==> config.mk <==
export PLATFORM = sky130hd
export DESIGN_NAME = rx_gain_loop
export DESIGN_NICKNAME = d
export VERILOG_FILES = /design/src/rtl/rx_gain_loop.sv
export SDC_FILE = /design/constraint.sdc
export NUM_CORES = 1
export LEC_CHECK = 0
export BUFFER_PORTS_ARGS = -buffer_cell sky130_fd_sc_hd__buf_2
export CORE_ASPECT_RATIO = 0.6
export CORE_MARGIN = 4
export CORE_UTILIZATION = 60
export DETAILED_ROUTE_END_ITERATION = 8
export GPL_TIMING_DRIVEN = 0
export PLACE_DENSITY = 0.91
export SETUP_SLACK_MARGIN = 0.3
export SLEW_MARGIN = 0
export SYNTH_ARGS = -nofsm -noshare
export SYNTH_HDL_FRONTEND = slang
export SYNTH_SLANG_ARGS = --single-unit
==> constraint.sdc <==
create_clock -name clk -period 12 [get_ports clk]
set_clock_uncertainty 0.1 [all_clocks]
set_input_delay 1.2 -clock clk [delete_from_list [all_inputs] [get_ports clk]]
set_output_delay 1.2 -clock clk [all_outputs]
set_load 0.05 [all_outputs]
==> src/rtl/rx_gain_loop.sv <==
module rx_gain_loop #(
  parameter int SAMPLE_W   = 12,
  parameter int WIN_LEN    = 256,
  parameter int MAX_CODE   = 8,
  parameter int RESET_CODE = 3,
  parameter int CODE_W     = 4
) (
  input  logic                clk,
  input  logic                rst_n,
  input  logic                smp_valid,
  input  logic [SAMPLE_W-1:0] smp_data,
  input  logic                freeze,
  output logic [CODE_W-1:0]   gain_code,
  output logic                gain_step
);
  localparam int CNT_W  = (WIN_LEN > 2) ? $clog2(WIN_LEN) : 1;
  localparam int FULL_I = 2 ** (SAMPLE_W - 1);
  localparam logic [SAMPLE_W-1:0] HI_TH = SAMPLE_W'(FULL_I * 7 / 8);
  localparam logic [SAMPLE_W-1:0] LO_TH = SAMPLE_W'(FULL_I * 3 / 8);
  localparam logic [CNT_W-1:0]    LAST  = CNT_W'(WIN_LEN - 1);
  localparam logic [CODE_W-1:0]   TOP   = CODE_W'(MAX_CODE);
  localparam logic [CODE_W-1:0]   INIT  = CODE_W'(RESET_CODE);

  logic [CNT_W-1:0]    cnt;
  logic [SAMPLE_W-1:0] peak, mag, pk_now;
  logic                skip;
  logic                go_down, go_up;

  assign mag     = smp_data[SAMPLE_W-1] ? (~smp_data + 1'b1) : smp_data;
  assign pk_now  = (mag > peak) ? mag : peak;
  assign go_down = (pk_now > HI_TH) && (gain_code != '0);
  assign go_up   = (pk_now < LO_TH) && (gain_code != TOP);

  always_ff @(posedge clk) begin
    if (!rst_n) begin
      cnt       <= '0;
      peak      <= '0;
      skip      <= 1'b0;
      gain_code <= INIT;
      gain_step <= 1'b0;
    end else begin
      gain_step <= 1'b0;
      if (freeze) begin
        cnt  <= '0;
        peak <= '0;
      end else if (smp_valid) begin
        if (cnt == LAST) begin
          cnt  <= '0;
          peak <= '0;
          if (skip) begin
            skip <= 1'b0;
          end else if (go_down) begin
            gain_code <= gain_code - 1'b1;
            gain_step <= 1'b1;
            skip      <= 1'b1;
          end else if (go_up) begin
            gain_code <= gain_code + 1'b1;
            gain_step <= 1'b1;
            skip      <= 1'b1;
          end
        end else begin
          cnt  <= cnt + 1'b1;
          peak <= pk_now;
        end
      end
    end
  end

  AST_CODE_RANGE: assert property (@(posedge clk) disable iff (!rst_n)
    gain_code <= TOP);
  AST_CHANGE_STROBED: assert property (@(posedge clk) disable iff (!rst_n)
    (gain_code != $past(gain_code)) |-> gain_step);
  AST_UNIT_STEP: assert property (@(posedge clk) disable iff (!rst_n)
    gain_step |-> (gain_code == $past(gain_code) + CODE_W'(1)) ||
                  (gain_code == $past(gain_code) - CODE_W'(1)));
  AST_FREEZE_HOLD: assert property (@(posedge clk) disable iff (!rst_n)
    freeze |=> $stable(gain_code));
  AST_NO_BACK_TO_BACK: assert property (@(posedge clk) disable iff (!rst_n)
    gain_step |=> !gain_step);
endmodule

==> results.toml, run 1 <==
[logic_synthesis]
ys_seq_area_frac = 0.2836
synthArstFlopShare = 0
yosysTopAreaCell = "dfxtp_1"
synth-edff-count = 0
netlist_instances = 224
synth-main-ff-cell = "dfxtp_1"
synth_most_common_cell = "dfxtp_1"
avgSynthCellArea_um2 = 8.194
syn-cell-area_um2 = 1836
ys_ff_latch = 26
synth_nets = 255
ys_types = 50
yosys-top-cells-count = "dfxtp_1 (26), nor2_1 (25), inv_1 (19)"
synth_top_area_frac = 0.2836
synth_top_cells_by_area = "dfxtp_1 (28%), ha_1 (10%), nor2_1 (5.1%)"
yosysWarnings = 0

[sta]
final.setup.tns_ps = 0
maxSlewViolCount = 0
fin_crit_sh = 0.4529
whs_ps = 404.3
max_freq_ghz = 0.1840
setup_viol = 0
worst_slew_pin_slew_ps = 784.3
final.min_clock_period_ps = 5434
hold_viol = 0
grt_setup_unrepaired = "false"
maxSlewHeadroom = 0.4723

[clocking]
ctsResizeCount = 0
clockRootBuffer = "clkbuf_8"
post_cts_buffers = 0
insertion_delay_ps = 270
cts_tree = "built"
clock_path_buffers = 2
htree_levels = 1
cts_sinks = 26
cts_made_buffers = 3
cts_hold_buf = 0
clk_pin_slew_worst_paths_ps = 80

[critical_path]
critPathMaxFanout = 7
endpoint_kind = "register"
criticalPathCategory = "input pin to register"
critPathRequiredTime_ps = 12100
critPathArrivalTime_ps = 5530
r2r_cells = 13
start_kind = "input pin"

[routing]
drt_iter0_drc = 131
drc = 0
wl_per_cell_um = 14.51
dr.pass1.iters = 4
avgViaCountPerCell = 5.924
vias = 1718
wirelength_mm = 4.207
ant_nets = 0

[floorplan]
die_area_um2 = 4037
io_pins = 21
core_area_um2 = 2890
die_h_um = 50.84
die_w_um = 79.41
start_util = 0.6351
fp-row-count = 15

[final_layout]
final-seq-area_um2 = 520.5
fin_util = 0.7126
nFillCells = 258
multi_input_area_um2 = 1212
final_nets = 280
n_antenna_cell = 0
layout-drive-gt1-share = 0.1371
syn2layout_area_growth_pct = 12.20

[global_route]
grt_pass1_vias = 1616
grtUsageMet1 = 0.3319
grt_overflow = 0
grt-busiest-layer = "met2"
gr-usage-met3 = 0.04225
use_met2 = 0.3701
grt_util_all_layers = 0.2318
antenna_found_initial = 0
grt_pass1_wl_mm = 7.327
grt_max_degree = 16

[placed_design]
port_buffers = 20
gp_congestion = 0.9419
dp_hpwl_mm = 3.330

[job]
maxCapViolations = 0

[pwr]
power-per-cell-area_nw_per_um2 = 102.8
p_leak_nw = 0.7788
vdd_ir_drop_max_uv = 62.18
totalPowerFinal_mw = 0.2118

[worst_hold_path]
hold_depth = 2
min_path_type = "register to register"

[outcome]
status = "complete, no violations"
==> placed cells by master, fill, tap and decap left out, drive strengths merged, types with 7 or more instances in the layout <==
| cell | Yosys | layout |
|---|---|---|
| ha | 15 | 15 |
| nand4 | 7 | 7 |
| nand2 | 8 | 8 |
| a21oi | 8 | 8 |
| clkbuf | 7 | 10 |
| dfxtp | 26 | 26 |
| o21ai | 8 | 8 |
| xnor2 | 8 | 8 |
| buf | 0 | 20 |
| inv | 19 | 19 |
| xor2 | 7 | 7 |
| a22oi | 12 | 12 |
| nand2b | 8 | 8 |
| nor2 | 25 | 25 |
==> registers in the layout, indices dropped and copies added, names as in the netlist <==
signal / cells
gain_code: 4
gain_step: 1
peak: 12
skip: 1
cnt: 8
==> layout make-up <==
class | count | share of cell area
clock inverters | 1 | 0.01458
repair buffers | 20 | 0.04860
flip-flops and latches | 26 | 0.2527
multi-input cells | 171 | 0.5887
well taps | 42 | 0.02552
clock buffers | 3 | 0.02005
plain buffers | 7 | 0.01276
inverters | 20 | 0.03706
==> per-layer routing <==
layer | wire, um | up-vias
li1 | - | 865
met1 | 2103 | 779
met2 | 1799 | 72
met3 | 293 | 2
met4 | 10 | 0
met5 | 0 | -
==> per-stage QoR <==
step	cells	setup WS [ps]	area (um^2)
6_report	290	6566	2059
5_1_grt	290	6107	2059
4_1_cts	290	6588	2059
3_5_place_dp	286	6359	1988
3_3_place_gp	286	6419	1988
2_1_floorplan	224	7019	1836
==> where the power goes <==
| part | internal (mW) | switching (mW) |
|---|---|---|
| registers | 0.0880 | 0.00153 |
| clock network | 0.0446 | 0.0269 |
| logic | 0.0204 | 0.0304 |
| total | 0.153 | 0.0588 |
==> worst paths after layout <==
path	slack (ps)	from	end
worst min register to register	400	skip	skip
worst min-delay path	400	skip	skip
worst max register to register	8410	peak[11]	gain_code[2]
worst max-delay path	6570	smp_data[3]	gain_code[2]
==> kinds of logic after synthesis <==
kind of cell / share of synthesized area
multiplexers: 0.03135
AND/OR/NAND/NOR: 0.2727
adder cells (fa/ha/maj): 0.1022
AO/OA/AOI/OAI: 0.1827
flip-flops: 0.2836
buffers and inverters: 0.05590
XOR/XNOR: 0.07158
==> worst max-delay path, cell delays in order <==
cell and delay [ps]:
buf_2 130, or4_4 550, or2_1 280, or4_4 510, clkinv_2 90, ha_1 130
nand4_1 150, a211o_1 300, a31oi_1 540, nor3_1 230, nor2_1 230, mux2_2 360
ha_1 190, nor3_1 170, nand4_1 160, nand3_1 130, nor3b_1 160
No activity file was read; power rests on OpenSTA's default activity.
==> run 2, diff against run 1 <==
--- a/config.mk
+++ b/config.mk
@@ -8,10 +8,10 @@
 export BUFFER_PORTS_ARGS = -buffer_cell sky130_fd_sc_hd__buf_2
 export CORE_ASPECT_RATIO = 0.6
 export CORE_MARGIN = 4
-export CORE_UTILIZATION = 60
+export CORE_UTILIZATION = 52
 export DETAILED_ROUTE_END_ITERATION = 8
 export GPL_TIMING_DRIVEN = 0
-export PLACE_DENSITY = 0.91
+export PLACE_DENSITY = 0.84
 export SETUP_SLACK_MARGIN = 0.3
 export SLEW_MARGIN = 0
 export SYNTH_ARGS = -nofsm -noshare
==> constraint.sdc (replaced) <==
create_clock -name clk -period 4.5 [get_ports clk]
set_clock_uncertainty 0.1 [all_clocks]
set_input_delay 0.45 -clock clk [delete_from_list [all_inputs] [get_ports clk]]
set_output_delay 0.45 -clock clk [all_outputs]
set_load 0.05 [all_outputs]
==> results.toml, run 2 (synthesis gave the netlist of run 1 again) <==
[routing]
drt_iter0_drc = 159
avgViaCountPerCell = 6.029
wl_per_cell_um = 15.89
wirelength_mm = 4.862
dr.pass1.iters = 4
vias = 1845
drc = 0
ant_nets = 0

[clocking]
htree_levels = 1
insertion_delay_ps = 270
cts_made_buffers = 3
clk_pin_slew_worst_paths_ps = 80
clockRootBuffer = "clkbuf_8"
cts_tree = "built"
clock_path_buffers = 2
cts_sinks = 26
cts_hold_buf = 0

[placed_design]
placed_area_um2 = 1998
gp_congestion = 0.8818
pre_cts_ws_ps = -192.9
dp_hpwl_mm = 3.208
dp.cells = 289
port_buffers = 20

[sta]
final.min_clock_period_ps = 4290
maxSlewViolCount = 0
grt_setup_unrepaired = "true"
maxSlewHeadroom = 0.2790
finalWorstSetupSlack_ps = 209.7
max_freq_ghz = 0.2331
hold_viol = 0
setup_viol = 0
fin_crit_sh = 0.9534
worst_slew_pin_slew_ps = 1054

[final_layout]
layout-drive-gt1-share = 0.2337
top_regs = "peak x12, cnt x8, gain_code x4"
final_cells = 306
fin_util = 0.6852
n_antenna_cell = 0
final_common_cell = "dfxtp_1"
fin_area_um2 = 2277
largest_reg_flops = 12
syn2layout_area_growth_pct = 24.06
largest_register = "peak"
final_nets = 294
final_cell_mix = "dfxtp_1 (26), nor2_1 (24), inv_1 (19)"

[critical_path]
critPathMaxFanout = 6
cp-startpoint = "smp_data[3]"
r2r_end = "gain_code[2]"
r2r_slack_ps = 1310
r2r_cells = 13
start_kind = "input pin"
criticalPathCategory = "input pin to register"
critPathRequiredTime_ps = 4560
r2r_start = "peak[11]"
endpoint_kind = "register"
critPathArrivalTime_ps = 4350

[pwr]
p_comb_frac = 0.336
totalPowerFinal_mw = 0.5518
swShare = 0.3124
vdd_ir_drop_max_uv = 154.9
p_seq_frac = 0.432
power-per-cell-area_nw_per_um2 = 242.3
clkPwrFrac = 0.232
p_int_mw = 0.3794
p_switching_mw = 0.1724
p_leak_nw = 0.8740

[floorplan]
start_util = 0.5523
die_area_um2 = 4575
core_area_um2 = 3323
fp-row-count = 16
die_w_um = 84.70
die_h_um = 54.02
io_pins = 21

[worst_hold_path]
min_path_type = "input pin to register"
hold_depth = 2
min_from = "rst_n"
worstHoldEndpoint = "gain_code[1]"

[global_route]
grtUsageMet1 = 0.2928
grt_max_degree = 14
grt_overflow = 0
use_met2 = 0.3429
antenna_found_initial = 0
gr-usage-met3 = 0.04434
grt_pass1_vias = 1673
grt_pass1_wl_mm = 7.734
grt-busiest-layer = "met2"
grt_util_all_layers = 0.2101

[job]
maxCapViolations = 0

[outcome]
status = "complete, no violations"
-- run 2: changes by cell type in the layout (fill, tap and decap cells not counted), sizes merged --
cell,previous run,this run
clkinv,1,0
bufinv,1,0
inv,19,20
buf,20,34
-- run 2: per-stage QoR --
step / TNS, ps / hold slack [ps]
2_1_floorplan: 0 / 367.7
3_3_place_gp: -153.2 / 388.7
3_5_place_dp: -192.9 / 400.2
4_1_cts: 0 / 322.2
5_1_grt: 0 / 339.7
6_report: 0 / 326.2
-- run 2: cell type report --
class | instances | area (um^2)
inverters | 20 | 77.57
multi-input cells | 171 | 1333
repair buffers | 34 | 221.5
flip-flops and latches | 26 | 520.5
plain buffers | 7 | 27.53
fillers | 267 | 1046
well taps | 45 | 56.30
clock buffers | 3 | 41.29
-- run 2: worst max-delay path by stage --
| stage | slack (ps) | depth (start not counted) | endpoint |
|---|---|---|---|
| after floorplan | 320 | 17 | gain_code[2] |
| after global placement | -150 | 18 | gain_code[2] |
| after detailed placement | -190 | 18 | gain_code[2] |
| after CTS | 310 | 17 | gain_code[2] |
| after global routing | 8 | 17 | gain_code[2] |
| final | 210 | 17 | gain_code[2] |
-- run 2: routing by layer --
layer | routed length (um) | share of wire
met1 | 2320 | 0.48
met2 | 2175 | 0.45
met3 | 317 | 0.065
met4 | 48 | 0.0099
met5 | 0 | 0
-- run 2: power by group through the flow --
stage	logic, mW	clock network, mW	registers [mW]
3_3_place_gp	0.130	0	0.244
6_report	0.185	0.128	0.238
3_5_place_dp	0.133	0	0.244
2_1_floorplan	0.0964	0	0.243
4_1_cts	0.149	0.128	0.238
5_1_grt	0.204	0.139	0.239
-- run 2: repair_timing --
action | in CTS | in global routing
hold endpoints to repair | 0 | 0
pin swaps | 8 | 13
setup endpoints to repair | 1 | 10
gates resized for setup | 9 | 17
setup buffers | 3 | 11
-- run 2: critical path, cell delays in order --
cell	delay, ps
buf_8	100
or4_4	590
or2_4	260
or4_4	570
inv_4	100
ha_4	130
nand4_1	180
a211o_1	380
a31oi_4	250
o311a_4	260
nor2_2	50
mux2_4	320
ha_4	170
nor3_4	100
nand4_1	170
a21oi_2	210
nor3b_2	60
==> run 3, diff against run 2 <==
--- a/config.mk
+++ b/config.mk
@@ -6,9 +6,11 @@
 export NUM_CORES = 1
 export LEC_CHECK = 0
 export BUFFER_PORTS_ARGS = -buffer_cell sky130_fd_sc_hd__buf_2
+export CELL_PAD_IN_SITES_DETAIL_PLACEMENT = 0
+export CELL_PAD_IN_SITES_GLOBAL_PLACEMENT = 1
 export CORE_ASPECT_RATIO = 0.6
 export CORE_MARGIN = 4
-export CORE_UTILIZATION = 52
+export CORE_UTILIZATION = 39
 export DETAILED_ROUTE_END_ITERATION = 8
 export GPL_TIMING_DRIVEN = 0
 export PLACE_DENSITY = 0.84
==> results.toml, run 3 (synthesis gave the netlist of run 1 again) <==
[critical_path]
r2r_start = "peak[11]"
r2r_slack_ps = 1410
critPathMaxFanout = 6
start_kind = "input pin"
critPathRequiredTime_ps = 4570
criticalPathCategory = "input pin to register"
slowest_stage = "or4_4"
critPathArrivalTime_ps = 4210
r2r_cells = 13
crit_chain = "buf_8 -> or4_4 -> or2_4 -> or4_4 -> inv_4 -> ha_4 -> nand4_1 -> a211o_1 -> a31oi_4 -> o311a_4 -> nor2_4 -> mux2_4 -> ha_4 -> nor3_2 -> nand4_1 -> a21oi_2 -> nor3b_2"
r2r_end = "gain_code[2]"
slowest_delay_ps = 560
endpoint_kind = "register"

[floorplan]
core_area_um2 = 4564
start_util = 0.4021
fp-row-count = 19
die_h_um = 61.14
die_w_um = 96.57
io_pins = 21
die_area_um2 = 5904

[clocking]
insertion_delay_ps = 270
cts_made_buffers = 3
cts_sinks = 26
clk_pin_slew_worst_paths_ps = 100
clock_path_buffers = 2
clockRootBuffer = "clkbuf_8"
cts_tree = "built"
htree_levels = 1

[pwr]
p_switching_mw = 0.1750
clkPwrFrac = 0.326
p_seq_frac = 0.393
vdd_ir_drop_max_uv = 139.4
swShare = 0.2881
power-per-cell-area_nw_per_um2 = 269.0
p_leak_nw = 0.8463
p_comb_frac = 0.282
p_int_mw = 0.4325

[sta]
final.min_clock_period_ps = 4134
grt_setup_unrepaired = "true"
worst_slew_pin_slew_ps = 950.3
maxSlewViolCount = 0
maxSlewHeadroom = 0.3501
fin_crit_sh = 0.9188
max_freq_ghz = 0.2419
hold_viol = 0
final.setup.tns_ps = 0
setup_viol = 0

[global_route]
grt_overflow = 0
grt_pass1_wl_mm = 7.286
grt_util_all_layers = 0.1578
antenna_found_initial = 0
grt_pass1_vias = 1504
grt_max_degree = 16

[worst_hold_path]
worstHoldEndpoint = "gain_code[1]"
hold_depth = 2
min_from = "rst_n"
min_path_type = "input pin to register"

[final_layout]
top_regs = "peak x12, cnt x8, gain_code x4"
n_antenna_cell = 0
final_nets = 289
final_cell_mix = "dfxtp_1 (26), nor2_1 (24), inv_1 (19), buf_2 (19), ha_1 (13)"
layout-drive-gt1-share = 0.2101
fin_util = 0.4948
syn2layout_area_growth_pct = 23.04
final_common_cell = "dfxtp_1"
largest_register = "peak"
largest_reg_flops = 12
final_cells = 320

[routing]
drt_iter0_drc = 97
drc = 0
dr.pass1.iters = 4
wl_per_cell_um = 13.71
wirelength_mm = 4.387
vias = 1729
ant_nets = 0
avgViaCountPerCell = 5.403

[outcome]
status = "complete, no violations"

[job]
maxCapViolations = 0

[placed_design]
gp_congestion = 0.8199
dp.cells = 307
dp_hpwl_mm = 3.321
port_buffers = 20
-- run 3: layout make-up --
type                       instances  area (um^2)
multi-input combinational        171         1306
buffer                             7        26.28
fill                             465         2306
clock buffer                       3        41.29
clock inverter                     1        30.03
sequential                        26        520.5
tap                               63        78.83
timing repair buffer              29        177.7
inverter                          20        77.57
-- run 3: critical path, delay by kind of cell --
kind                     cells  cell delay (ps)
AO/OA/AOI/OAI                4             1070
adder cells (fa/ha/maj)      2              290
buffers and inverters        2              200
multiplexers                 1              310
AND/OR/NAND/NOR              8             1860
-- run 3: how the worst max path moves through the flow --
stage / startpoint / to / slack, ps / cells after the start
floorplan: smp_data[5] / gain_code[2] / 320 / 17
global placement: smp_data[3] / gain_code[2] / -130 / 17
detailed placement: smp_data[3] / gain_code[2] / -210 / 18
CTS: smp_data[3] / gain_code[2] / 300 / 17
global route: smp_data[3] / gain_code[2] / 230 / 17
finish: smp_data[3] / gain_code[2] / 370 / 17
-- run 3: power by group through the flow --
stage / combinational [mW] / clock (mW) / sequential (mW)
after global placement: 0.133 / 0 / 0.244
after detailed placement: 0.134 / 0 / 0.244
final: 0.171 / 0.198 / 0.238
after floorplan: 0.0964 / 0 / 0.243
after CTS: 0.150 / 0.204 / 0.239
after global routing: 0.188 / 0.211 / 0.239
-- run 3: routing by layer --
metal / part of all wire / GRT usage
met4: 0.0052 / 0.02395
met2: 0.38 / 0.2147
met3: 0.051 / 0.03053
met1: 0.56 / 0.2555
met5: 0 / 0
-- run 3: timing repair --
action / in CTS / in global routing
hold buffers: 0 / 0
resized for setup: 4 / 16
endpoints found under the setup margin: 1 / 1
buffers inserted: 4 / 5
pin swaps: 4 / 15
-- run 3: through the flow --
| step | worst slack (ps) | total power, mW | area, um^2 | hold WS (ps) |
|---|---|---|---|---|
| after floorplan | 321.8 | 0.3391 | 1842 | 367.7 |
| after global placement | -128.1 | 0.3773 | 2021 | 395.9 |
| after detailed placement | -205.4 | 0.3781 | 2021 | 393.3 |
| after CTS | 300.9 | 0.5923 | 2151 | 316.6 |
| after global routing | 231.2 | 0.6391 | 2258 | 330.1 |
| final | 365.6 | 0.6075 | 2258 | 326.3 |
